`src/rtl/ecps_pkg.sv`:
```
package ecps_pkg;
  typedef enum logic [1:0] {
    PS_OFF    = 2'd0,
    PS_RAMP   = 2'd1,
    PS_SETTLE = 2'd2,
    PS_ON     = 2'd3
  } pwr_state_t;

  typedef enum logic [1:0] {
    BP_IDLE  = 2'd0,
    BP_DELAY = 2'd1,
    BP_LOW   = 2'd2
  } btn_phase_t;
endpackage

```
`src/rtl/ecps_tick_counter.sv`:
```
module ecps_tick_counter #(
  parameter int LIMIT = 8
) (
  input  logic clk,
  input  logic rst_n,
  input  logic tick,
  input  logic clear,
  output logic done
);
  localparam int CW = (LIMIT < 2) ? 1 : $clog2(LIMIT + 1);

  logic [CW-1:0] cnt_q, cnt_n;

  assign done = tick && !clear && (cnt_q == CW'(LIMIT - 1));

  always_comb begin
    cnt_n = cnt_q;
    if (clear)     cnt_n = '0;
    else if (done) cnt_n = '0;
    else if (tick) cnt_n = cnt_q + 1'b1;
  end

  always_ff @(posedge clk or negedge rst_n) begin
    if (!rst_n) cnt_q <= '0;
    else        cnt_q <= cnt_n;
  end
endmodule

```
`src/rtl/ecps_switch_filter.sv`:
```
module ecps_switch_filter #(
  parameter int SAMPLES = 8
) (
  input  logic clk,
  input  logic rst_n,
  input  logic tick,
  input  logic sw_raw_n,
  output logic press
);
  localparam int CW = (SAMPLES < 2) ? 1 : $clog2(SAMPLES);

  logic          meta_q, sync_q;
  logic          level_q, level_n;
  logic [CW-1:0] run_q, run_n;
  logic          press_q, press_n;

  always_comb begin
    level_n = level_q;
    run_n   = run_q;
    if (tick) begin
      if (sync_q == level_q) begin
        run_n = '0;
      end else if (run_q == CW'(SAMPLES - 1)) begin
        level_n = sync_q;
        run_n   = '0;
      end else begin
        run_n = run_q + 1'b1;
      end
    end
    press_n = level_q && !level_n;
  end

  always_ff @(posedge clk or negedge rst_n) begin
    if (!rst_n) begin
      meta_q  <= 1'b1;
      sync_q  <= 1'b1;
      level_q <= 1'b1;
      run_q   <= '0;
      press_q <= 1'b0;
    end else begin
      meta_q  <= sw_raw_n;
      sync_q  <= meta_q;
      level_q <= level_n;
      run_q   <= run_n;
      press_q <= press_n;
    end
  end

  assign press = press_q;
endmodule

```
`src/rtl/ecps_button_pulse.sv`:
```
module ecps_button_pulse
  import ecps_pkg::*;
#(
  parameter int DELAY_TICKS = 33,
  parameter int LOW_TICKS   = 655
) (
  input  logic clk,
  input  logic rst_n,
  input  logic tick,
  input  logic enable,
  input  logic start,
  output logic busy,
  output logic drive_low
);
  btn_phase_t phase_q, phase_n;
  logic       dly_done, low_done;

  ecps_tick_counter #(.LIMIT(DELAY_TICKS)) dly_ctr_i (
    .clk(clk), .rst_n(rst_n), .tick(tick),
    .clear(phase_q != BP_DELAY), .done(dly_done)
  );

  ecps_tick_counter #(.LIMIT(LOW_TICKS)) low_ctr_i (
    .clk(clk), .rst_n(rst_n), .tick(tick),
    .clear(phase_q != BP_LOW), .done(low_done)
  );

  always_comb begin
    phase_n = phase_q;
    if (!enable) begin
      phase_n = BP_IDLE;
    end else begin
      case (phase_q)
        BP_IDLE:  if (start)    phase_n = BP_DELAY;
        BP_DELAY: if (dly_done) phase_n = BP_LOW;
        BP_LOW:   if (low_done) phase_n = BP_IDLE;
        default:                phase_n = BP_IDLE;
      endcase
    end
  end

  always_ff @(posedge clk or negedge rst_n) begin
    if (!rst_n) phase_q <= BP_IDLE;
    else        phase_q <= phase_n;
  end

  assign busy      = (phase_q != BP_IDLE);
  assign drive_low = (phase_q == BP_LOW);
endmodule

```
`src/rtl/ec_power_sequencer.sv`:
```
module ec_power_sequencer
  import ecps_pkg::*;
#(
  parameter int DEBOUNCE_SAMPLES   = 8,
  parameter int RELEASE_TICKS      = 328,
  parameter int GOOD_TIMEOUT_TICKS = 3277,
  parameter int BUTTON_DELAY_TICKS = 33,
  parameter int BUTTON_LOW_TICKS   = 655
) (
  input  logic clk,
  input  logic rst_n,
  input  logic tick,
  input  logic adapter_in,
  input  logic battery_in,
  input  logic power_sw_n,
  input  logic standby_good,
  output logic standby_en,
  output logic resume_rst_n,
  output logic pwrbtn_n,
  output logic fault
);
  pwr_state_t state_q, state_n;
  logic       fault_q, fault_n;
  logic       pend_q, pend_n;
  logic       press, to_done, rel_done;
  logic       btn_busy, btn_low, btn_start;
  logic       any_src;

  assign any_src = adapter_in || battery_in;

  ecps_switch_filter #(.SAMPLES(DEBOUNCE_SAMPLES)) sw_filt_i (
    .clk(clk), .rst_n(rst_n), .tick(tick),
    .sw_raw_n(power_sw_n), .press(press)
  );

  ecps_tick_counter #(.LIMIT(GOOD_TIMEOUT_TICKS)) timeout_ctr_i (
    .clk(clk), .rst_n(rst_n), .tick(tick),
    .clear(state_q != PS_RAMP), .done(to_done)
  );

  ecps_tick_counter #(.LIMIT(RELEASE_TICKS)) release_ctr_i (
    .clk(clk), .rst_n(rst_n), .tick(tick),
    .clear((state_q != PS_SETTLE) || !standby_good), .done(rel_done)
  );

  assign btn_start = pend_q && (state_q == PS_ON) && !btn_busy;

  ecps_button_pulse #(
    .DELAY_TICKS(BUTTON_DELAY_TICKS),
    .LOW_TICKS  (BUTTON_LOW_TICKS)
  ) btn_i (
    .clk(clk), .rst_n(rst_n), .tick(tick),
    .enable(state_q == PS_ON), .start(btn_start),
    .busy(btn_busy), .drive_low(btn_low)
  );

  // rail sequencing
  always_comb begin
    state_n = state_q;
    fault_n = fault_q;
    case (state_q)
      PS_OFF: begin
        if (!fault_q && (adapter_in || (battery_in && press))) state_n = PS_RAMP;
      end
      PS_RAMP: begin
        if (!any_src)          state_n = PS_OFF;
        else if (standby_good) state_n = PS_SETTLE;
        else if (to_done) begin
          state_n = PS_OFF;
          fault_n = 1'b1;
        end
      end
      PS_SETTLE: begin
        if (!any_src)      state_n = PS_OFF;
        else if (rel_done) state_n = PS_ON;
      end
      PS_ON: begin
        if (!any_src)           state_n = PS_OFF;
        else if (!standby_good) state_n = PS_SETTLE;
      end
      default: state_n = PS_OFF;
    endcase
  end

  // pending press bookkeeping
  always_comb begin
    pend_n = pend_q;
    if (btn_start) pend_n = 1'b0;
    if (press && !pend_q && !btn_busy && (state_n != PS_OFF)) pend_n = 1'b1;
    if (state_n == PS_OFF) pend_n = 1'b0;
  end

  always_ff @(posedge clk or negedge rst_n) begin
    if (!rst_n) begin
      state_q <= PS_OFF;
      fault_q <= 1'b0;
      pend_q  <= 1'b0;
    end else begin
      state_q <= state_n;
      fault_q <= fault_n;
      pend_q  <= pend_n;
    end
  end

  assign standby_en   = (state_q != PS_OFF);
  assign resume_rst_n = (state_q == PS_ON);
  assign pwrbtn_n     = !(btn_low && (state_q == PS_ON));
  assign fault        = fault_q;
endmodule

```
`config.mk`:
```
export PLATFORM = sky130hd
export DESIGN_NAME = ec_power_sequencer
export DESIGN_NICKNAME = d
export VERILOG_FILES = /design/src/rtl/ecps_pkg.sv /design/src/rtl/ecps_tick_counter.sv /design/src/rtl/ecps_switch_filter.sv /design/src/rtl/ecps_button_pulse.sv /design/src/rtl/ec_power_sequencer.sv
export SDC_FILE = /design/constraint.sdc
export NUM_CORES = 1
export LEC_CHECK = 0
export CELL_PAD_IN_SITES_DETAIL_PLACEMENT = 1
export CELL_PAD_IN_SITES_GLOBAL_PLACEMENT = 1
export CORE_ASPECT_RATIO = 1.25
export CORE_MARGIN = 2
export CORE_UTILIZATION = 25
export CTS_BUF_LIST = sky130_fd_sc_hd__clkbuf_8
export DETAILED_ROUTE_END_ITERATION = 10
export GPL_ROUTABILITY_DRIVEN = 0
export PLACE_DENSITY = 0.45
export SLEW_MARGIN = 40
export SYNTH_ARGS = -nofsm -noshare
export SYNTH_HDL_FRONTEND = slang
export SYNTH_SLANG_ARGS = --single-unit
```
`constraint.sdc`:
```
create_clock -name clk -period 2 [get_ports clk]
set_input_delay 0.4 -clock clk [delete_from_list [all_inputs] [get_ports clk]]
set_output_delay 0.4 -clock clk [all_outputs]
set_load 0.02 [all_outputs]
```
-- Yosys cells after proc, flatten, opt, wreduce, memory -nomap -nowiden
Index checks and enable logic that the tools add are counted.
- bits in registers: 50
- input port bits: 7
- output and inout port bits: 4
- word-level logic and storage cells: 114
- add/subtract/negate cells: 5
- eq/ne operators: 18
- muxes and demuxes: 34
- bitwise gates (word level): 1
- reductions and logical operators: 43
- operator list (operator ; count):
    $mux 12 ; 3
    $mux 10 ; 3
    $mux 9 ; 3
    $mux 2 ; 12
    $mux 6 ; 3
    $logic_and 1x1->1 ; 17
    $reduce_bool 3->1 ; 5
    $add 12x1->12 const B ; 1
    $eq 12x12->1 const B ; 1
    $add 10x1->10 const B ; 1
    $eq 10x10->1 const B ; 1
    $logic_not 1->1 ; 10
    $add 9x1->9 const B ; 1
    $eq 9x9->1 const B ; 1
    $ne 3x3->1 const B ; 3
    $pmux 2 s4 ; 1
    $add 6x1->6 const B ; 1
    $eq 2x2->1 const B ; 3
    $eq 6x6->1 const B ; 1
    $logic_not 2->1 ; 3
    $mux 1 ; 6
    $mux 3 ; 2
    $pmux 2 s3 ; 1
    $reduce_bool 2->1 ; 3
    10 further kinds ; 15

-- Longest topological paths before layout
- depth in word-level cells: 12
- gate-level depth with buffers: 6
- gate-level depth less buffers: 6

-- Cells and area by module
From an unflattened synthesis, not the netlist that was laid out.
- cell total of the unflattened synthesis: 289
- area total of the unflattened synthesis: 2831.5 um^2
- by module, submodules not included (module ; instances ; cells each ; area an instance (um^2) ; seq. area each (um^2)):
    ecps_tick_counter (timeout_ctr_i) ; 1 ; 76 ; 716.9 ; 300.3
    ecps_tick_counter (btn_i.low_ctr_i) ; 1 ; 62 ; 584.3 ; 250.2
    ecps_tick_counter (release_ctr_i) ; 1 ; 49 ; 499.2 ; 225.2
    ecps_tick_counter (btn_i.dly_ctr_i) ; 1 ; 40 ; 382.9 ; 150.1
    ecps_switch_filter ; 1 ; 22 ; 281.5 ; 178.9
    ec_power_sequencer ; 1 ; 28 ; 242.7 ; 100.1
    ecps_button_pulse ; 1 ; 12 ; 123.9 ; 50.0

-- Least setup slack after synthesis
OpenSTA, ideal clock, no wires.
- path kind: register to register
- from: register release_ctr_i.cnt_q[0]
- to: register release_ctr_i.cnt_q[6]
- setup time: 0.079 ns
- arrival: 1.607 ns
- required time: 1.921 ns
- path slack: 0.313 ns
- stages on the path, launching flop included: 7
- buffers on the path: 1
- period minus slack after synthesis: 1.687 ns
- cell sequence: dfrtp_1 -> ha_1 -> and4_4 -> a2111oi_4 -> buf_6 -> nand4_1 -> mux2i_1
- cells in the longest elaborated chain, start to end: 4
- elaborated cells on any way between the ends: 7
- classes of those cells: 1 x add/sub; 1 x eq/ne; 3 x mux; 2 x reduce/logical
- ends and longest elaborated chain (item ; line ; RTL):
    start: declaration ; ecps_tick_counter.sv:12 ; logic [CW-1:0] cnt_q, cnt_n;
    start signal: assignment ; ecps_tick_counter.sv:25 ; else cnt_q <= cnt_n;
    $add 9x1->9 or $eq 9x9->1 (tied branches) ; ecps_tick_counter.sv:20, ecps_tick_counter.sv:14 ;
    $mux 9 or $logic_and 1x1->1 (tied branches) ; ecps_tick_counter.sv:20, ecps_tick_counter.sv:14 ;
    $mux 9 ; ecps_tick_counter.sv:19 ; else if (done) cnt_n = '0;
    $mux 9 ; ecps_tick_counter.sv:18 ; if (clear) cnt_n = '0;
Several ways; a longest one is shown, not always the timed one. The select of a mux whose other input is x is not followed.
A chain may end at the register's enable or synchronous reset.

-- Final worst setup path
- from: register btn_i.phase_q[0]
- to: output pwrbtn_n
- cells in the longest elaborated chain, start to end: 3
- ends and longest elaborated chain (item ; line ; RTL):
    start: declaration ; ecps_button_pulse.sv:15 ; btn_phase_t phase_q, phase_n;
    start signal: assignment ; ecps_button_pulse.sv:44 ; else phase_q <= phase_n;
    $eq 2x2->1 ; ecps_button_pulse.sv:48 ; assign drive_low = (phase_q == BP_LOW);
    $logic_and 1x1->1 ; ec_power_sequencer.sv:107 ; assign pwrbtn_n = !(btn_low && (state_q == PS_ON));
    $logic_not 1->1 ; ec_power_sequencer.sv:107 ;
    end: declaration ; ec_power_sequencer.sv:19 ; output logic pwrbtn_n,
No other way between the ends.

==> qor.csv <==
metric,value,unit
status,"finished, final reports clean",
#FFs+latches synth,50,
fmax,530,MHz
num ports,11,
Post-CTS Setup Bufs,0,
CP endpoint kind,output pin,
Synth Area in Compound Gates,16.8,%
Post-CTS Resized,3,
synth top area cells,"dfrtp_1 43%, ha_1 4.1%, nand2_1 3.7%",
leading area contributor after synthesis,dfrtp_1,
classification of the worst setup path,reg2out,
area grow syn2layout,18.3,%
vias in the first global route,2359,
Pins Over Slew Limit,0,
Peak VDD IR,255,uV
count of cell types in the netlist,57,
DRC,0,
final period utilization,94.4,%
Port Buffers,10,
dpl ws,-0.0510,ns
"Cell Area, Synth",2740,sq um
Max-Cap Viols,0,
Leak,1.41,nW
main combinational cell family by area after synthesis,simple AND/OR/NAND/NOR gates,
CP max FO,2,
Core Rows,42,
wire length per cell,15.4,um
post-synthesis xor/xnor area fraction,2.88,%
post-synthesis simple-gate area fraction,24.1,%
Synth Area in Adders,4.11,%
Clock Path Buffers,2,
post-DP HPWL,5000,um
Antenna diodes,0,
Syn Nets,298,
# nets final,331,
"Reg clk slew, reported paths",0.10,ns
CTS buffer count,5,
DRT iter0 DRCs,63,
CTS sink cnt,50,
Pwr Density,589,nW/um^2
Vias,2245,
multiplexer area fraction after synthesis,2.70,%
Mapped Cells,282,
Tightest Pin Transition,0.486,ns
WP data arrival,1.49,ns
H-tree depth,2,
number of synthesized flops with an enable pin,0,
most common cell in the synthesized netlist,dfrtp_1,
die height,121,um
sequential share of the synthesized area,45.8,%
Synth top area share,43.0,%
clock latency on the worst-skew pair,0.31,ns
RSZ-0062 raised after global routing,no,
setup ws final,0.113,ns
post-layout util,30.5,%
most common library cells after synthesis,"47 x dfrtp_1, 27 x nand2_1, 18 x nand3_1, 17 x a21oi_1, 16 x nor2_1",
syn avg cell area,9.71,sq um
layout cell share with drive strength beyond 1,15.8,%
first-pass GRT wire length,12100,um
CTS Root Cell,clkbuf_8,
relative slew slack,67.5,%
DIE WIDTH,97.6,um
CTS tree,yes,
min Tclk post-route,1.89,ns
GRT Total Usage,12.8,%
startpoint types,flip-flop,
largest net degree at the start of global routing,51,
GRT overflow,0,
Hold Buf Count CTS,0,
Initial Utilization,25.8,%
Worst EP required,1.60,ns
Setup TNS Final,0,ns
post-route antenna net violation count,0,
Fillers,1239,
Synth async-reset ratio,100,%
final setup fails,0,
Worst Hold Class,in2async,
drt total wl,6920,um
Ys Warns,0,
core area,10600,sq um
clk_skew,0.00578,ns
die footprint,11800,sq um
antenna violations before repair,0,
First-pass DRT Iterations,4,
vias per cell,5.01,
"Hold Vio Cnt, Final",0,
Main synth FF type,dfrtp_1,
state kept, by name, indices dropped and copies added, names as in the netlist:
| register | flops |
|---|---|
| sw_filt_i.sync_q | 1 |
| btn_i.dly_ctr_i.cnt_q | 6 |
| sw_filt_i.meta_q | 1 |
| sw_filt_i.level_q | 1 |
| pend_q | 1 |
| release_ctr_i.cnt_q | 9 |
| btn_i.low_ctr_i.cnt_q | 10 |
| timeout_ctr_i.cnt_q | 12 |
| state_q | 2 |
| btn_i.phase_q | 2 |
| fault | 1 |
| sw_filt_i.run_q | 3 |
| sw_filt_i.press | 1 |
routing by layer:
| metal | vias up | part of all wire, % | GRT usage [%] | wire (um) |
|---|---|---|---|---|
| li1 | 1101 | - | - | - |
| met1 | 1120 | 47 | 16.0 | 3280 |
| met2 | 17 | 49 | 21.8 | 3360 |
| met3 | 7 | 2.2 | 2.65 | 150 |
| met4 | 0 | 1.9 | 4.86 | 129 |
| met5 | - | 0 | 0 | 0 |
cell type report:
cell class,count,area (sq um),area share (%)
Clock buffer,5,68.8,2.13
Inverter,13,48.8,1.51
Tap cell,132,165,5.10
Timing Repair Buffer,33,277,8.54
Multi-Input combinational cell,212,1390,42.8
Clock inverter,3,37.5,1.16
Sequential cell,50,1250,38.8
final timing paths:
check | cells after the start | end | startpoint | slack [ns]
max | 3 | pwrbtn_n | btn_i.phase_q[0] | 0.11
min reg2reg | 0 | sw_filt_i.sync_q | sw_filt_i.meta_q | 0.36
min | 2 | release_ctr_i.cnt_q[6] | rst_n | 0.06
min in group clk | 0 | sw_filt_i.sync_q | sw_filt_i.meta_q | 0.36
max in group asynchronous | 2 | sw_filt_i.level_q | rst_n | 1.63
max reg2reg | 6 | release_ctr_i.cnt_q[5] | release_ctr_i.cnt_q[0] | 0.15
worst max-delay path: stages, from the launching register on:
cell           delay [ns]
dfrtp_1              0.39
nand2b_1             0.16
or2_2                0.30
dlygate4sd2_1        0.33
cells by family after synthesis:
family                     count (synthesis)
adders and majority gates                  9
buffers and inverters                     20
AOI/OAI and AO/OA                         67
xor gates and xnor gates                   9
muxes                                      7
DFF                                       50
and+or+nand+nor                          120
power by group:
group          switching (mW)  internal (mW)  leakage [nW]  total (mW)
logic                  0.0622         0.0531         0.670       0.115
clock network           0.366          0.365        0.0607       0.731
registers              0.0178           1.04         0.681        1.06
total                   0.446           1.46          1.41        1.91
layout by cell type, fill, tap and decap left out, types with 2 or more instances in the layout:
cell              n
mux2i_1           4
a21oi_1          17
clkdlybuf4s50_1   6
a21o_1            5
mux2_2            3
dfrtp_1          47
o2111ai_1         2
buf_4            22
nand4_1           4
and3_1            6
o21ai_0          15
a31oi_1           5
and3_2            2
inv_1            15
or2_2             2
a22o_1            3
o31ai_1           2
dfstp_2           3
nand2b_1          5
clkbuf_8          5
and4_1            2
xnor2_1           3
nor3_1           12
nand2_1          27
or3_1             7
nor3b_1           3
a221o_1           2
a31o_2            3
dlygate4sd2_1     3
o211a_1           2
o22ai_1           3
nor2_1           15
and2_1            2
nand3_1          18
xor2_1            6
ha_1              9
through the flow:
| step | instance area [sq um] | hold WS (ns) | power (mW) | instances |
|---|---|---|---|---|
| 2_1_floorplan | 2740 | 0.104 | 1.13 | 282 |
| 3_3_place_gp | 3130 | 0.351 | 1.20 | 440 |
| 3_5_place_dp | 3130 | 0.358 | 1.20 | 440 |
| 4_1_cts | 3240 | 0.0714 | 1.95 | 448 |
| 5_1_grt | 3240 | 0.0828 | 2.02 | 448 |
| 6_report | 3240 | 0.0576 | 1.91 | 448 |
(Power assumes the default switching activity.)
